**src/rtl/store_merge_buf.sv**
```systemverilog
`timescale 1ns/100ps
module store_merge_buf #(
  parameter int ENTRIES    = 4,
  parameter int ADDR_W     = 32,
  parameter int IDLE_W     = 8,
  parameter int ST_BYTES   = 8,
  parameter int LINE_BYTES = 32,
  localparam int OFS_W = $clog2(LINE_BYTES),
  localparam int LA_W  = ADDR_W - OFS_W,
  localparam int LINE_W = 8 * LINE_BYTES,
  localparam int SZ_W  = $clog2($clog2(ST_BYTES) + 1)
) (
  input  logic              clk,
  input  logic              rst_n,
  input  logic [IDLE_W-1:0] idle_limit,
  input  logic              st_valid,
  input  logic [ADDR_W-1:0] st_addr,
  input  logic [SZ_W-1:0]   st_size,
  input  logic [8*ST_BYTES-1:0] st_data,
  output logic              st_stall,
  input  logic              ld_valid,
  input  logic [LA_W-1:0]   ld_line,
  output logic              ld_conflict,
  output logic              bus_req,
  output logic              bus_claim,
  output logic [LA_W-1:0]   bus_addr,
  input  logic              bus_gnt,
  input  logic              bus_done,
  input  logic [LINE_W-1:0] bus_rdata,
  output logic              fill_valid,
  output logic [LA_W-1:0]   fill_addr,
  output logic [LINE_W-1:0] fill_data
);
  localparam int IDX_W = (ENTRIES > 1) ? $clog2(ENTRIES) : 1;

  typedef enum logic [1:0] {B_IDLE, B_REQ, B_WAIT} bst_t;

  logic [ENTRIES-1:0]                 vld, gntd;
  logic [ENTRIES-1:0][LA_W-1:0]       line_q;
  logic [ENTRIES-1:0][LINE_BYTES-1:0] mask_q;
  logic [ENTRIES-1:0][LINE_W-1:0]     data_q;
  logic [ENTRIES-1:0][IDLE_W-1:0]     idle_q;
  logic [ENTRIES-1:0][IDX_W-1:0]      age_q;
  bst_t             bst;
  logic [IDX_W-1:0] sel_q;

  logic [LA_W-1:0]       st_line;
  logic [OFS_W-1:0]      st_ofs;
  logic [OFS_W:0]        st_nb;
  logic [LINE_BYTES-1:0] st_be;
  logic [LINE_W-1:0]     st_wd;
  logic [ENTRIES-1:0]    hit, elig, ld_hit;
  logic                  hit_any, free_any, cand_any, st_acc, alloc, retire;
  logic [IDX_W-1:0]      hit_idx, free_idx, cand_idx;

  assign st_line = st_addr[ADDR_W-1:OFS_W];
  assign st_ofs  = st_addr[OFS_W-1:0];
  assign st_nb   = (OFS_W+1)'(1) << st_size;
  assign st_be   = ((LINE_BYTES'(1) << st_nb) - LINE_BYTES'(1)) << st_ofs;
  assign st_wd   = LINE_W'(st_data) << {st_ofs, 3'b000};

  always_comb begin
    for (int i = 0; i < ENTRIES; i++) begin
      hit[i]    = vld[i] && !gntd[i] && (line_q[i] == st_line);
      ld_hit[i] = vld[i] && (line_q[i] == ld_line);
      elig[i]   = vld[i] && !gntd[i] && ((&mask_q[i]) || (idle_q[i] >= idle_limit));
    end
  end

  always_comb begin
    hit_any = 1'b0; hit_idx = '0; free_any = 1'b0; free_idx = '0;
    for (int i = ENTRIES-1; i >= 0; i--) begin
      if (hit[i])  begin hit_any  = 1'b1; hit_idx  = IDX_W'(i); end
      if (!vld[i]) begin free_any = 1'b1; free_idx = IDX_W'(i); end
    end
  end

  always_comb begin
    cand_any = 1'b0; cand_idx = '0;
    for (int i = 0; i < ENTRIES; i++)
      if (elig[i] && (!cand_any || age_q[i] > age_q[cand_idx])) begin
        cand_any = 1'b1; cand_idx = IDX_W'(i);
      end
  end

  assign st_stall    = st_valid && !hit_any && !free_any;
  assign st_acc      = st_valid && !st_stall;
  assign alloc       = st_acc && !hit_any;
  assign retire      = (bst == B_WAIT) && bus_done;
  assign ld_conflict = ld_valid && |ld_hit;
  assign bus_req     = (bst == B_REQ);
  assign bus_addr    = line_q[sel_q];
  assign bus_claim   = &mask_q[sel_q];

  always_ff @(posedge clk) begin
    if (!rst_n) begin
      vld <= '0; gntd <= '0; line_q <= '0; mask_q <= '0; data_q <= '0;
      idle_q <= '0; age_q <= '0;
    end else begin
      for (int i = 0; i < ENTRIES; i++) begin
        if (alloc && free_idx == IDX_W'(i)) begin
          vld[i] <= 1'b1; gntd[i] <= 1'b0; line_q[i] <= st_line;
          mask_q[i] <= st_be; idle_q[i] <= '0; age_q[i] <= '0;
          for (int b = 0; b < LINE_BYTES; b++)
            data_q[i][8*b +: 8] <= st_be[b] ? st_wd[8*b +: 8] : 8'h00;
        end else begin
          if (vld[i])
            age_q[i] <= age_q[i] + IDX_W'(alloc)
                      - IDX_W'(retire && age_q[i] > age_q[sel_q]);
          if (st_acc && hit_any && hit_idx == IDX_W'(i)) begin
            mask_q[i] <= mask_q[i] | st_be;
            idle_q[i] <= '0;
            for (int b = 0; b < LINE_BYTES; b++)
              if (st_be[b]) data_q[i][8*b +: 8] <= st_wd[8*b +: 8];
          end else if (vld[i] && idle_q[i] != '1) begin
            idle_q[i] <= idle_q[i] + 1'b1;
          end
          if (bst == B_REQ && bus_gnt && sel_q == IDX_W'(i)) gntd[i] <= 1'b1;
          if (retire && sel_q == IDX_W'(i)) begin vld[i] <= 1'b0; gntd[i] <= 1'b0; end
        end
      end
    end
  end

  always_ff @(posedge clk) begin
    if (!rst_n) begin
      bst <= B_IDLE; sel_q <= '0;
    end else begin
      case (bst)
        B_IDLE: if (cand_any) begin sel_q <= cand_idx; bst <= B_REQ; end
        B_REQ:  if (bus_gnt)  bst <= B_WAIT;
        B_WAIT: if (bus_done) bst <= B_IDLE;
        default: bst <= B_IDLE;
      endcase
    end
  end

  always_ff @(posedge clk) begin
    if (!rst_n) begin
      fill_valid <= 1'b0; fill_addr <= '0; fill_data <= '0;
    end else begin
      fill_valid <= retire;
      if (retire) begin
        fill_addr <= line_q[sel_q];
        for (int b = 0; b < LINE_BYTES; b++)
          fill_data[8*b +: 8] <= mask_q[sel_q][b] ? data_q[sel_q][8*b +: 8]
                                                  : bus_rdata[8*b +: 8];
      end
    end
  end
endmodule

```
**config.mk**
```make
export PLATFORM = sky130hd
export DESIGN_NAME = store_merge_buf
export DESIGN_NICKNAME = d
export VERILOG_FILES = /design/src/rtl/store_merge_buf.sv
export SDC_FILE = /design/constraint.sdc
export NUM_CORES = 2
export LEC_CHECK = 0
export BUFFER_PORTS_ARGS = -buffer_cell sky130_fd_sc_hd__buf_4
export CAP_MARGIN = 20
export CELL_PAD_IN_SITES_DETAIL_PLACEMENT = 1
export CELL_PAD_IN_SITES_GLOBAL_PLACEMENT = 1
export CORE_MARGIN = 2
export CORE_UTILIZATION = 40
export CTS_CLUSTER_SIZE = 8
export DETAILED_ROUTE_END_ITERATION = 7
export MAX_ROUTING_LAYER = met4
export PLACE_DENSITY_LB_ADDON = 0.05
export SLEW_MARGIN = 20
export SYNTH_ARGS = -nofsm -noshare
export SYNTH_HDL_FRONTEND = slang
export SYNTH_SLANG_ARGS = --single-unit
```
**constraint.sdc**
```tcl
create_clock -name clk -period 5.9 [get_ports clk]
set_input_delay 1.77 -clock clk [delete_from_list [all_inputs] [get_ports clk]]
set_output_delay 1.77 -clock clk [all_outputs]
set_load 0.02 [all_outputs]
```
==> impl_metrics.tcl <==
set metrics [dict create \
    status "finished, final reports clean" \
    drt-total-wl_mm 348.1 \
    reg2reg_depth 22 \
    cts_tree "done" \
    fin_skew_ns 0.08870 \
    power.ir.vdd_worst_mv 0.2733 \
    p_leak_uw 0.03249 \
    synth-warning-count 0 \
    p_comb_share_pct 10.5 \
    viasPerCell 6.297 \
    num_vias 67097 \
    path_clk_slew_ns 0.05 \
    synth.most_common_cell "dfxtp_1" \
    crit_type "reg -> out" \
    synth-edff-count 0 \
    start_util_pct 40.35 \
    cts_buffer_depth 3 \
    crit_buf_inv 2 \
    die_area_um2 186400 \
    cp_data_required_time_ns 4.13 \
    cp_max_fo 11 \
    crit_path_end_kind "output pin" \
    cts_root_buf "clkbuf_16" \
    post_cts_buffers 0 \
    fin_setup_tns_ns 0 \
    synth_top_area_share_pct 43.67 \
    startpoint_type "flip-flop" \
    cts_max_level 4 \
    antenna_found_initial 25 \
    rows 156 \
    synth_cell_type_count 84 \
    die_x_um 431.7 \
    met2_usage_pct 58.57 \
    crit_chain "buf_4 > mux4_2 > nand4_1 > or4_1 > nor2_1 > buf_4" \
    cp_slowest_cell "dfxtp_4" \
    hold_depth 2 \
    fp.dieH_um 431.7 \
    netSwitchingPower_uw 6879 \
    ys_seq_elements 1596 \
    cts_buffers 219 \
    clk_latency_ns 0.91 \
    tightestPinTransition_ns 1.155 \
    crit_top_cell "buf_4" \
    hold_path.class "reg -> reg" \
    slew-limit-headroom_pct 22.34 \
    grtUsageTotal_pct 37.47 \
    ys_top_cells_by_count "1596 x dfxtp_1, 1075 x nand2_1, 619 x nor2_1" \
    clkPwrFrac_pct 46.0 \
    ys_seq_area_share_pct 43.67 \
    max_cap_viol_count 0 \
    p_int_uw 18310 \
    power_uw 25190 \
    wl_per_cell_um 32.67 \
    max_stage_delay_ns 0.56 \
    period_needed_ns 5.680 \
    synthFlopType "dfxtp_1" \
    drc 0 \
    grt_max_degree 189 \
    hold_slack_ns 0.4508 \
    portBuffers 709 \
    layout_worst_path_cycle_share_pct 96.27 \
    ant_nets 0 \
    overflow 0 \
    firstDrtPassIters 5 \
    dp_hpwl_mm 255.9 \
    grt_busiest_layer "met2" \
    critPathTopFamily "simple AND/OR/NAND/NOR gates" \
    p_seq_share_pct 43.5 \
    ioPinCount 710 \
    cts.sinks 1596 \
    synthesis.nets 7970 \
    crit_arrival_ns 3.91 \
    synth.area.top_cells "dfxtp_1 44%, mux4_2 9.8%, mux2i_1 7.0%, nand2_1 5.5%, a22o_1 4.3%" \
    syn_area_um2 73170 \
    synthArstFlopShare_pct 0 \
    grt_pass1_vias 68242 \
    place.gp.congestion 1.052 \
    synth.largest_area_cell "dfxtp_1" \
    synthToLayoutAreaGrowth_pct 21.13 \
    swShare_pct 27.30 \
    drive_above_1_share_pct 21.70 \
    drt_iter0_drc 6304 \
    syn-instance-count 7516 \
    cp_num_cells 6 \
    grt_pass1_wl_mm 496.6 \
    hold_violations 0 \
    final_core_util_pct 48.88 \
    rsz0062_at_grt "false" \
    core_um2 181300 \
    syn_area_per_cell_um2 9.735 \
    fmax_ghz 0.1761 \
    grtUsageMet1_pct 45.05 \
    slew_viol_final 0 \
    power_density_nw_per_um2 284.3 \
    final-setup-viol-count 0 \
    gr-usage-met3_pct 7.184 \
    final_nets 8690 \
]
==> through the flow <==
stage                     instances  instance area (um^2)  setup slack, ns
final                         10655                 88630           0.2201
after floorplan                7516                 73170           0.5974
after detailed placement      10384                 82520         0.007419
after global routing          10651                 88620           0.1475
after CTS                     10632                 88520           0.1280
after global placement        10384                 82520          0.07608
==> tightest hold or removal path: cells and delay by family, from the launching register on <==
| kind | cells | cell delay, ns |
|---|---|---|
| AOI/OAI and AO/OA | 1 | 0.05 |
| buffers and inverters | 1 | 0.05 |
| DFF | 1 | 0.31 |
==> per-layer routing <==
metal,wire (um),up-vias
met1,137400,34119
met5,0,-
met4,23820,0
met2,161400,3025
li1,-,29142
met3,25480,811
==> final cells by class <==
type                            instances  area [um^2]
Antenna cell                           22        55.05
Inverter                               67        259.0
Tap cell                             2370         2965
Clock buffer                          232         5559
Clock inverter                         16        442.9
Sequential cell                      1596        31960
Fill cell                           20057        92700
Multi-Input combinational cell       5257        38760
Timing Repair Buffer                 1095         8623
==> layout by cell type (no fill, tap or decap), types with 27 or more instances in the layout <==
cell	count
mux4_2	317
a21o_1	45
o22ai_1	105
a31oi_1	33
o32ai_1	109
buf_12	30
nor4_1	47
mux2i_1	515
and2_1	27
buf_4	1063
a211oi_1	258
nor3_1	45
o21ai_0	280
xnor2_1	103
mux2_2	31
nand3_1	177
clkbuf_16	219
a21oi_1	279
o2bb2ai_1	125
a22oi_1	68
xor2_1	144
nand2_1	1073
nand4_1	91
ha_1	59
nor2_1	613
a32o_1	52
dfxtp_1	1594
inv_1	64
a22o_1	358
==> what timing repair did <==
action | 4_1_cts | 5_1_grt
resized for setup | 0 | 1
endpoints found under the setup margin | 0 | 1
hold buffers | 0 | 0
==> state kept, by name (all words and copies together) (netlist names), 2 cells and up <==
| name | flops |
|---|---|
| age_q | 8 |
| bst | 2 |
| data_q | 1024 |
| fill_addr | 27 |
| fill_data | 256 |
| gntd | 4 |
| idle_q | 32 |
| line_q | 108 |
| mask_q | 128 |
| sel_q | 2 |
| vld | 4 |
==> kinds of logic after synthesis <==
| family | synth area share [%] |
|---|---|
| AND/OR/NAND/NOR | 12.71 |
| AO/OA/AOI/OAI | 18.70 |
| flip-flops | 43.67 |
| multiplexers | 17.28 |
| buffers and inverters | 3.663 |
| XOR/XNOR | 2.957 |
| adder cells (fa/ha/maj) | 1.009 |
| other | 0.01026 |
==> worst paths after layout <==
kind	slack (ns)	endpoint	start
max	0.22	bus_claim	sel_q[0]
min	0.45	data_q[898]	data_q[898]
max reg2reg	1.16	sel_q[1]	mask_q[13]
min reg2reg	0.45	data_q[898]	data_q[898]
==> power by group through the flow <==
stage	Combinational [uW]	Clock, uW	Sequential (uW)
5_1_grt	2710	12200	10900
3_3_place_gp	2540	0	11200
4_1_cts	2570	11700	10900
2_1_floorplan	1200	0	11100
3_5_place_dp	2560	0	11200
6_report	2650	11600	11000
(Power assumes the default switching activity.)
